$ cat src/rtl/smb_cfg_pkg.sv
package smb_cfg_pkg;

   localparam int BYTE_W  = 8;
   localparam int IDX_W   = 7;   // command byte bits 6:0 carry the index
   localparam int IDX_CNT = 8;   // read-length register
   localparam int IDX_ID  = 7;   // fixed identification register
   localparam int IDX_RSV = 5;   // reserved register
   localparam int IDX_FS  = 4;   // register holding the strap bits
   localparam int FS_LSB  = 2;   // strap bit position inside IDX_FS

   typedef enum logic [2:0] {
      ST_IDLE,
      ST_RX,
      ST_ACK,
      ST_TX,
      ST_HACK
   } smb_state_e;

   typedef enum logic [2:0] {
      PH_ADDR,
      PH_CMD,
      PH_CNT,
      PH_WDATA,
      PH_TCNT,
      PH_TDATA
   } smb_phase_e;

   function automatic logic [BYTE_W-1:0] reg_reset(input int idx);
      case (idx)
         0:       return 8'h07;
         1, 2:    return 8'hFF;
         IDX_CNT: return 8'h05;
         default: return 8'h00;
      endcase
   endfunction

   function automatic logic [BYTE_W-1:0] reg_wmask(input int idx);
      case (idx)
         IDX_FS:          return 8'hCF;
         IDX_RSV, IDX_ID: return 8'h00;
         default:         return 8'hFF;
      endcase
   endfunction

endpackage

$ cat src/rtl/smb_line_sync.sv
module smb_line_sync #(
   parameter int STAGES = 2
) (
   input  logic clk,
   input  logic rst_n,
   input  logic scl_i,
   input  logic sda_i,
   output logic scl_s,
   output logic sda_s,
   output logic scl_rise,
   output logic scl_fall,
   output logic start_det,
   output logic stop_det
);

   logic [STAGES-1:0] scl_p;
   logic [STAGES-1:0] sda_p;
   logic              scl_q;
   logic              sda_q;

   generate
      for (genvar s = 0; s < STAGES; s++) begin : g_stage
         if (s == 0) begin : g_first
            always_ff @(posedge clk or negedge rst_n) begin
               if (!rst_n) begin
                  scl_p[s] <= 1'b1;
                  sda_p[s] <= 1'b1;
               end else begin
                  scl_p[s] <= scl_i;
                  sda_p[s] <= sda_i;
               end
            end
         end else begin : g_next
            always_ff @(posedge clk or negedge rst_n) begin
               if (!rst_n) begin
                  scl_p[s] <= 1'b1;
                  sda_p[s] <= 1'b1;
               end else begin
                  scl_p[s] <= scl_p[s-1];
                  sda_p[s] <= sda_p[s-1];
               end
            end
         end
      end
   endgenerate

   assign scl_s = scl_p[STAGES-1];
   assign sda_s = sda_p[STAGES-1];

   always_ff @(posedge clk or negedge rst_n) begin
      if (!rst_n) begin
         scl_q <= 1'b1;
         sda_q <= 1'b1;
      end else begin
         scl_q <= scl_s;
         sda_q <= sda_s;
      end
   end

   assign scl_rise  = !scl_q && scl_s;
   assign scl_fall  = scl_q && !scl_s;
   assign start_det = scl_q && scl_s && sda_q && !sda_s;
   assign stop_det  = scl_q && scl_s && !sda_q && sda_s;

endmodule

$ cat src/rtl/smb_reg_bank.sv
module smb_reg_bank
   import smb_cfg_pkg::*;
#(
   parameter int                NUM_REGS = 9,
   parameter logic [BYTE_W-1:0] ID_CODE  = 8'h01
) (
   input  logic                       clk,
   input  logic                       rst_n,
   input  logic [1:0]                 strap_i,
   input  logic                       wr_en,
   input  logic [IDX_W-1:0]           wr_idx,
   input  logic [BYTE_W-1:0]          wr_data,
   input  logic [IDX_W-1:0]           rd_idx,
   output logic [BYTE_W-1:0]          rd_data,
   output logic [NUM_REGS*BYTE_W-1:0] cfg_o
);

   logic strap_done;

   always_ff @(posedge clk or negedge rst_n) begin
      if (!rst_n) strap_done <= 1'b0;
      else        strap_done <= 1'b1;
   end

   generate
      for (genvar k = 0; k < NUM_REGS; k++) begin : g_reg
         localparam logic [BYTE_W-1:0] RST = reg_reset(k);
         localparam logic [BYTE_W-1:0] MSK = reg_wmask(k);
         logic wr_hit;
         assign wr_hit = wr_en && (wr_idx == IDX_W'(k));

         if (k == IDX_ID) begin : g_const
            assign cfg_o[k*BYTE_W +: BYTE_W] = ID_CODE;
         end else if (k == IDX_FS) begin : g_strap
            logic [BYTE_W-1:0] q;
            always_ff @(posedge clk or negedge rst_n) begin
               if (!rst_n)          q <= RST;
               else if (!strap_done) q[FS_LSB +: 2] <= strap_i;
               else if (wr_hit)     q <= (q & ~MSK) | (wr_data & MSK);
            end
            assign cfg_o[k*BYTE_W +: BYTE_W] = q;
         end else begin : g_plain
            logic [BYTE_W-1:0] q;
            always_ff @(posedge clk or negedge rst_n) begin
               if (!rst_n)      q <= RST;
               else if (wr_hit) q <= (q & ~MSK) | (wr_data & MSK);
            end
            assign cfg_o[k*BYTE_W +: BYTE_W] = q;
         end
      end
   endgenerate

   always_comb begin
      rd_data = '0;
      for (int k = 0; k < NUM_REGS; k++) begin
         if (rd_idx == IDX_W'(k)) rd_data = cfg_o[k*BYTE_W +: BYTE_W];
      end
   end

endmodule

$ cat src/rtl/smb_proto_fsm.sv
module smb_proto_fsm
   import smb_cfg_pkg::*;
#(
   parameter logic [6:0] DEV_ADDR = 7'h69
) (
   input  logic              clk,
   input  logic              rst_n,
   input  logic              scl_s,
   input  logic              sda_s,
   input  logic              scl_rise,
   input  logic              scl_fall,
   input  logic              start_det,
   input  logic              stop_det,
   input  logic [BYTE_W-1:0] rd_data,
   input  logic [BYTE_W-1:0] cnt_val,
   output logic [IDX_W-1:0]  rd_idx,
   output logic              wr_en,
   output logic [IDX_W-1:0]  wr_idx,
   output logic [BYTE_W-1:0] wr_data,
   output logic              sda_oe
);

   localparam int              BIT_W   = 4;
   localparam logic [BIT_W-1:0] LAST_RX = BIT_W'(BYTE_W);
   localparam logic [BIT_W-1:0] LAST_TX = BIT_W'(BYTE_W - 1);

   smb_state_e        state;
   smb_phase_e        phase;
   logic [BYTE_W-1:0] sh;
   logic [BIT_W-1:0]  bit_cnt;
   logic [IDX_W-1:0]  ptr;
   logic [BYTE_W-1:0] wr_left;
   logic              byte_mode;
   logic              is_read;
   logic              host_ack;
   logic              rx_ok;

   assign rd_idx = ptr;

   always_comb begin
      rx_ok = 1'b1;
      case (phase)
         PH_ADDR:  rx_ok = (sh[7:1] == DEV_ADDR);
         PH_WDATA: rx_ok = byte_mode || (wr_left != '0);
         default:  rx_ok = 1'b1;
      endcase
   end

   always_ff @(posedge clk or negedge rst_n) begin
      if (!rst_n) begin
         state     <= ST_IDLE;
         phase     <= PH_ADDR;
         sh        <= '0;
         bit_cnt   <= '0;
         ptr       <= '0;
         wr_left   <= '0;
         byte_mode <= 1'b0;
         is_read   <= 1'b0;
         host_ack  <= 1'b0;
         sda_oe    <= 1'b0;
         wr_en     <= 1'b0;
         wr_idx    <= '0;
         wr_data   <= '0;
      end else begin
         wr_en <= 1'b0;
         if (start_det) begin
            state   <= ST_RX;
            phase   <= PH_ADDR;
            bit_cnt <= '0;
            sda_oe  <= 1'b0;
         end else if (stop_det) begin
            state  <= ST_IDLE;
            sda_oe <= 1'b0;
         end else begin
            case (state)
               ST_IDLE: ;
               ST_RX: begin
                  if (scl_rise && bit_cnt != LAST_RX) begin
                     sh      <= {sh[BYTE_W-2:0], sda_s};
                     bit_cnt <= bit_cnt + 1'b1;
                  end else if (scl_fall && bit_cnt == LAST_RX) begin
                     if (!rx_ok) begin
                        state <= ST_IDLE;
                     end else begin
                        state  <= ST_ACK;
                        sda_oe <= 1'b1;
                        case (phase)
                           PH_ADDR: is_read <= sh[0];
                           PH_CMD: begin
                              ptr       <= sh[IDX_W-1:0];
                              byte_mode <= sh[BYTE_W-1];
                           end
                           PH_CNT: wr_left <= sh;
                           PH_WDATA: begin
                              wr_en   <= 1'b1;
                              wr_idx  <= ptr;
                              wr_data <= sh;
                              ptr     <= ptr + 1'b1;
                              if (!byte_mode) wr_left <= wr_left - 1'b1;
                           end
                           default: ;
                        endcase
                     end
                  end
               end
               ST_ACK: begin
                  if (scl_fall) begin
                     sda_oe  <= 1'b0;
                     bit_cnt <= '0;
                     if (phase == PH_ADDR && is_read) begin
                        state <= ST_TX;
                        if (byte_mode) begin
                           phase  <= PH_TDATA;
                           sh     <= rd_data;
                           sda_oe <= !rd_data[BYTE_W-1];
                           ptr    <= ptr + 1'b1;
                        end else begin
                           phase  <= PH_TCNT;
                           sh     <= cnt_val;
                           sda_oe <= !cnt_val[BYTE_W-1];
                        end
                     end else begin
                        state <= ST_RX;
                        if (phase == PH_ADDR)                  phase <= PH_CMD;
                        else if (phase == PH_CMD && !byte_mode) phase <= PH_CNT;
                        else                                    phase <= PH_WDATA;
                     end
                  end
               end
               ST_TX: begin
                  if (scl_fall) begin
                     if (bit_cnt == LAST_TX) begin
                        sda_oe   <= 1'b0;
                        host_ack <= 1'b0;
                        state    <= ST_HACK;
                     end else begin
                        sh      <= {sh[BYTE_W-2:0], 1'b0};
                        sda_oe  <= !sh[BYTE_W-2];
                        bit_cnt <= bit_cnt + 1'b1;
                     end
                  end
               end
               ST_HACK: begin
                  if (scl_s) host_ack <= !sda_s;
                  if (scl_fall) begin
                     if (host_ack) begin
                        state   <= ST_TX;
                        phase   <= PH_TDATA;
                        sh      <= rd_data;
                        sda_oe  <= !rd_data[BYTE_W-1];
                        ptr     <= ptr + 1'b1;
                        bit_cnt <= '0;
                     end else begin
                        state <= ST_IDLE;
                     end
                  end
               end
               default: state <= ST_IDLE;
            endcase
         end
      end
   end

endmodule

$ cat src/rtl/smb_cfg_slave.sv
module smb_cfg_slave
   import smb_cfg_pkg::*;
#(
   parameter logic [6:0]        DEV_ADDR    = 7'h69,
   parameter int                NUM_REGS    = 9,
   parameter int                SYNC_STAGES = 2,
   parameter logic [BYTE_W-1:0] ID_CODE     = 8'h01
) (
   input  logic                       clk,
   input  logic                       rst_n,
   input  logic                       scl_i,
   input  logic                       sda_i,
   input  logic [1:0]                 strap_fs_i,
   output logic                       sda_oe_o,
   output logic [NUM_REGS*BYTE_W-1:0] cfg_o
);

   generate
      if (NUM_REGS < IDX_CNT + 1 || NUM_REGS > (1 << IDX_W)) begin : g_bad_regs
         $error("NUM_REGS must cover the read-length register and fit the index field");
      end
      if (SYNC_STAGES < 2) begin : g_bad_sync
         $error("SYNC_STAGES must be at least 2");
      end
   endgenerate

   logic              scl_s;
   logic              sda_s;
   logic              scl_rise;
   logic              scl_fall;
   logic              start_det;
   logic              stop_det;
   logic              wr_en;
   logic [IDX_W-1:0]  wr_idx;
   logic [BYTE_W-1:0] wr_data;
   logic [IDX_W-1:0]  rd_idx;
   logic [BYTE_W-1:0] rd_data;
   logic [BYTE_W-1:0] cnt_val;

   smb_line_sync #(.STAGES(SYNC_STAGES)) u_sync (
      .clk       (clk),
      .rst_n     (rst_n),
      .scl_i     (scl_i),
      .sda_i     (sda_i),
      .scl_s     (scl_s),
      .sda_s     (sda_s),
      .scl_rise  (scl_rise),
      .scl_fall  (scl_fall),
      .start_det (start_det),
      .stop_det  (stop_det)
   );

   smb_proto_fsm #(.DEV_ADDR(DEV_ADDR)) u_fsm (
      .clk       (clk),
      .rst_n     (rst_n),
      .scl_s     (scl_s),
      .sda_s     (sda_s),
      .scl_rise  (scl_rise),
      .scl_fall  (scl_fall),
      .start_det (start_det),
      .stop_det  (stop_det),
      .rd_data   (rd_data),
      .cnt_val   (cnt_val),
      .rd_idx    (rd_idx),
      .wr_en     (wr_en),
      .wr_idx    (wr_idx),
      .wr_data   (wr_data),
      .sda_oe    (sda_oe_o)
   );

   smb_reg_bank #(.NUM_REGS(NUM_REGS), .ID_CODE(ID_CODE)) u_bank (
      .clk     (clk),
      .rst_n   (rst_n),
      .strap_i (strap_fs_i),
      .wr_en   (wr_en),
      .wr_idx  (wr_idx),
      .wr_data (wr_data),
      .rd_idx  (rd_idx),
      .rd_data (rd_data),
      .cfg_o   (cfg_o)
   );

   assign cnt_val = cfg_o[IDX_CNT*BYTE_W +: BYTE_W];

endmodule

$ cat config.mk
export PLATFORM = sky130hd
export DESIGN_NAME = smb_cfg_slave
export DESIGN_NICKNAME = d
export VERILOG_FILES = /design/src/rtl/smb_cfg_pkg.sv /design/src/rtl/smb_line_sync.sv /design/src/rtl/smb_reg_bank.sv /design/src/rtl/smb_proto_fsm.sv /design/src/rtl/smb_cfg_slave.sv
export SDC_FILE = /design/constraint.sdc
export NUM_CORES = 1
export LEC_CHECK = 0
export BUFFER_PORTS_ARGS = -buffer_cell sky130_fd_sc_hd__buf_2
export CORE_MARGIN = 2
export CORE_UTILIZATION = 50
export DETAILED_ROUTE_END_ITERATION = 8
export GPL_TIMING_DRIVEN = 0
export MAX_ROUTING_LAYER = met4
export PLACE_DENSITY = 0.71
export SLEW_MARGIN = 25
export SYNTH_ARGS = -nofsm -noshare
export SYNTH_HDL_FRONTEND = slang
export SYNTH_HIERARCHICAL = 1
export SYNTH_SLANG_ARGS = --single-unit
$ cat constraint.sdc
create_clock -name clk -period 3.1 [get_ports clk]
set_input_delay 0.155 -clock clk [delete_from_list [all_inputs] [get_ports clk]]
set_output_delay 0.155 -clock clk [all_outputs]
set_load 0.01 [all_outputs]
==> reports/results.txt <==
Final setup violation count -> 0
Most area-hungry cell type in the Yosys netlist -> sky130_fd_sc_hd__dfrtp_1
Yosys warnings -> 6
Post-DP HPWL -> 11.3 mm
Final routed wirelength across all metal layers -> 16.1 mm
Routed length on met3 -> 975 um
Setup slack of the most critical reg-to-reg path -> 0.23 ns
Static Leak -> 3.37 nW
Post-synthesis register bit count -> 114
Via count of the first global-routing pass -> 4943
Fraction of layout cells with a size suffix above 1 -> 0.327
CTS clk-pin slew, worst paths -> 0.05 ns
Global-route wire length before repair -> 26.1 mm
Total power density per cell area -> 581 nW/um2
Top_reg_cell synth -> sky130_fd_sc_hd__dfrtp_1
Drt pass-1 iters -> 5
Final-stage net count -> 687
Final hold violation count -> 0
Post-synth EDFFs -> 0
Area growth from synthesis to layout -> 19.3%
Compound-Gate Fraction of Synth Area -> 0.147
Met1 wire length -> 7.02 mm
Critical register-to-register path endpoint -> u_fsm/sda_oe
Tightest Hold Check Type -> in2async
Peak supply drop -> 0.386 mV
Number of sinks driven by the clock tree -> 114
Initial antenna violation count -> 0
Full die area -> 13100 um2
Iteration-0 DRC count of the detailed router -> 441
Root Driver -> sky130_fd_sc_hd__clkbuf_16
Critical path data required time -> 3.40 ns
Final worst path period need -> 2.87 ns
Synth top area cells -> sky130_fd_sc_hd__dfrtp_1 36%, sky130_fd_sc_hd__dfstp_2 12%, sky130_fd_sc_hd__mux2_2 11%
Max layer used -> met4
FILL cells -> 976
Post-synth cell types -> 72
Sequential cell fraction of total power -> 0.416
Global placer's final weighted congestion -> 0.907
Pin count of the biggest net entering global routing -> 74
H-tree lvl count -> 4
CP startpoint kind -> flip-flop
Result of the run -> finished, final reports clean
Remaining number of nets flagged by the antenna check after routing -> 0
Final setup TNS -> 0 ns
Worst-case clock buffer depth -> 2
Combinational Power Share -> 0.170
Area share of fa/ha/maj cells after synthesis -> 0.0103
Max-slew headroom at the worst pin -> 0.353
Total via count after detailed routing -> 5032
Total I/O pin count -> 79
Proportion of power drawn by the clock network -> 0.414
Starting density of the core -> 0.509
CTS tree -> yes
Most frequent cells after synthesis -> 87 x sky130_fd_sc_hd__dfrtp_1, 61 x sky130_fd_sc_hd__mux2_2, 40 x sky130_fd_sc_hd__nor2_1, 38 x sky130_fd_sc_hd__nand2_1, 36 x sky130_fd_sc_hd__o21ai_0
Remaining global-route overflow -> 0
Post-synth top area share -> 0.358
Cell depth of the worst flop-to-flop path -> 8
Worst-Margin Slew -> 0.961 ns
Cell with the most instances after synthesis -> sky130_fd_sc_hd__dfrtp_1
Floorplan core area -> 12000 um2
Chip Height -> 114 um
Source of the worst register-to-register timing path -> u_fsm/rd_idx[2]
Synth Area in Simple Gates -> 0.162
FP Rows -> 40
Setup CP Type -> reg2reg
Psw -> 1.28 mW
Final core utilization -> 0.607
WP data arrival -> 3.17 ns
Net Sw Frac -> 0.304
Synthesized cell area -> 6090 um2
Width of the die -> 114 um
Clock buffers created by TritonCTS -> 17
Dominant combinational cell family by area after synthesis -> simple AND/OR/NAND/NOR gates
Internal Dissipation -> 2.93 mW
Xor and xnor fraction of the mapped netlist area -> 0.00144
Syn Area/Cell -> 10.6 um2
Seq/Total Area, Yosys -> 0.474
RSZ-0062 raised after global routing -> false
Share of synthesized area spent on multiplexers -> 0.151
Async set or reset register ratio after synthesis -> 1.00
Number of port buffers -> 60
Synthesized netlist cell count -> 574
Overall global routing resource usage -> 0.266
F_max -> 348 MHz
Maximum fanout count along the critical path -> 9
Max-slew violations -> 0
Detailed-route DRC error count -> 0
Met2 wire length -> 7.82 mm
Drt via density -> 6.02
Crit path capture type -> flip-flop
Final period util -> 0.927
Setup skew after layout -> 0.0110 ns
Max cap viols -> 0
Wirelength per Cell -> 19.3 um
Ant diodes -> 0
Clock Latency Late Sink -> 0.41 ns
-- metrics by stage --
step	cells	worst slack, ns	hold slack, ns	instance area (um2)	power [mW]
after floorplan	591	0.796	-0.141	6150	2.20
after global placement	798	0.241	0.261	6640	2.43
after detailed placement	799	0.180	0.102	6670	2.46
after CTS	836	0.154	0.239	7250	4.21
after global routing	836	0.0967	0.256	7260	4.40
final	836	0.225	0.234	7260	4.22
-- worst max-delay path: stages (launching register included) --
cell	delay, ns
sky130_fd_sc_hd__dfrtp_1	0.51
sky130_fd_sc_hd__nor4_1	0.57
sky130_fd_sc_hd__nor2b_1	0.59
sky130_fd_sc_hd__o21ai_0	0.24
sky130_fd_sc_hd__nand3_1	0.24
sky130_fd_sc_hd__a21oi_1	0.11
sky130_fd_sc_hd__nor2_1	0.09
sky130_fd_sc_hd__o22ai_1	0.12
sky130_fd_sc_hd__o221a_2	0.28
-- how the worst max path moves through the flow --
stage	startpoint	slack, ns	endpoint
after floorplan	u_sync/sda_s	0.80	u_fsm/wr_left[7]
after global placement	u_fsm/rd_idx[1]	0.24	u_fsm/sda_oe
after detailed placement	u_fsm/rd_idx[1]	0.18	u_fsm/sda_oe
after CTS	u_fsm/rd_idx[1]	0.15	u_fsm/sda_oe
after global routing	u_sync/sda_s	0.1	u_fsm/wr_left[3]
final	u_fsm/rd_idx[2]	0.23	u_fsm/sda_oe
-- power by group through the flow --
stage                     Clock [mW]  Combinational (mW)  Sequential (mW)
after floorplan                    0               0.501             1.70
after global placement             0               0.668             1.76
after detailed placement           0               0.686             1.77
after CTS                       1.77               0.697             1.75
after global routing            1.84               0.794             1.77
final                           1.74               0.716             1.75
-- per-layer routing --
| metal | track usage | vias up |
|---|---|---|
| li1 | - | 2294 |
| met1 | 0.336 | 2529 |
| met2 | 0.413 | 180 |
| met3 | 0.0704 | 29 |
| met4 | 0.101 | 0 |
| met5 | - | - |
-- timing repair --
| item | in CTS | in global routing |
|---|---|---|
| hold buffers | 5 | 0 |
| setup buffers | 0 | 0 |
| setup endpoints to repair | 0 | 1 |
| resized for setup | 0 | 1 |
| hold endpoints to repair | 45 | 0 |
-- logic make-up (layout without fill, tap and decap cells) --
| kind of cell | count (synthesis) | count (layout) |
|---|---|---|
| and+or+nand+nor | 179 | 179 |
| AOI/OAI and AO/OA | 130 | 130 |
| DFF | 114 | 114 |
| muxes | 81 | 81 |
| buffers and inverters | 62 | 160 |
| adders and majority gates | 5 | 5 |
| other | 2 | 19 |
| xor gates and xnor gates | 1 | 1 |
-- cell usage in the layout, fill, tap and decap left out, types with 20 or more instances in the layout --
master                     count
sky130_fd_sc_hd__dfrtp_1      87
sky130_fd_sc_hd__buf_2        64
sky130_fd_sc_hd__mux2_2       61
sky130_fd_sc_hd__nor2_1       40
sky130_fd_sc_hd__nand2_1      38
sky130_fd_sc_hd__o21ai_0      36
sky130_fd_sc_hd__dfstp_2      27
sky130_fd_sc_hd__a21oi_1      21
sky130_fd_sc_hd__clkbuf_1     20
-- layout make-up --
type	count	area [um2]	share of cell area
buffer	43	246	0.0340
clock inverter	9	61.3	0.00845
sequential	114	2890	0.398
inverter	19	71.3	0.00982
clock buffer	23	468	0.0645
timing repair buffer	66	384	0.0529
tap	147	184	0.0253
multi-input combinational	415	2960	0.407
-- sequential cells by signal, summed over array words and instances (netlist names), 3 cells and up --
name and flops:
u_bank/g.g_strap.q 6, u_fsm/rd_idx 7, u_fsm/wr_data 8, u_fsm/wr_left 8, u_fsm/phase 3, u_fsm/wr_idx 7, u_fsm/state 3, u_fsm/sh 8
u_bank/g.g_plain.q 48, u_fsm/bit_cnt 4
Power figures use the tool's default switching activity.
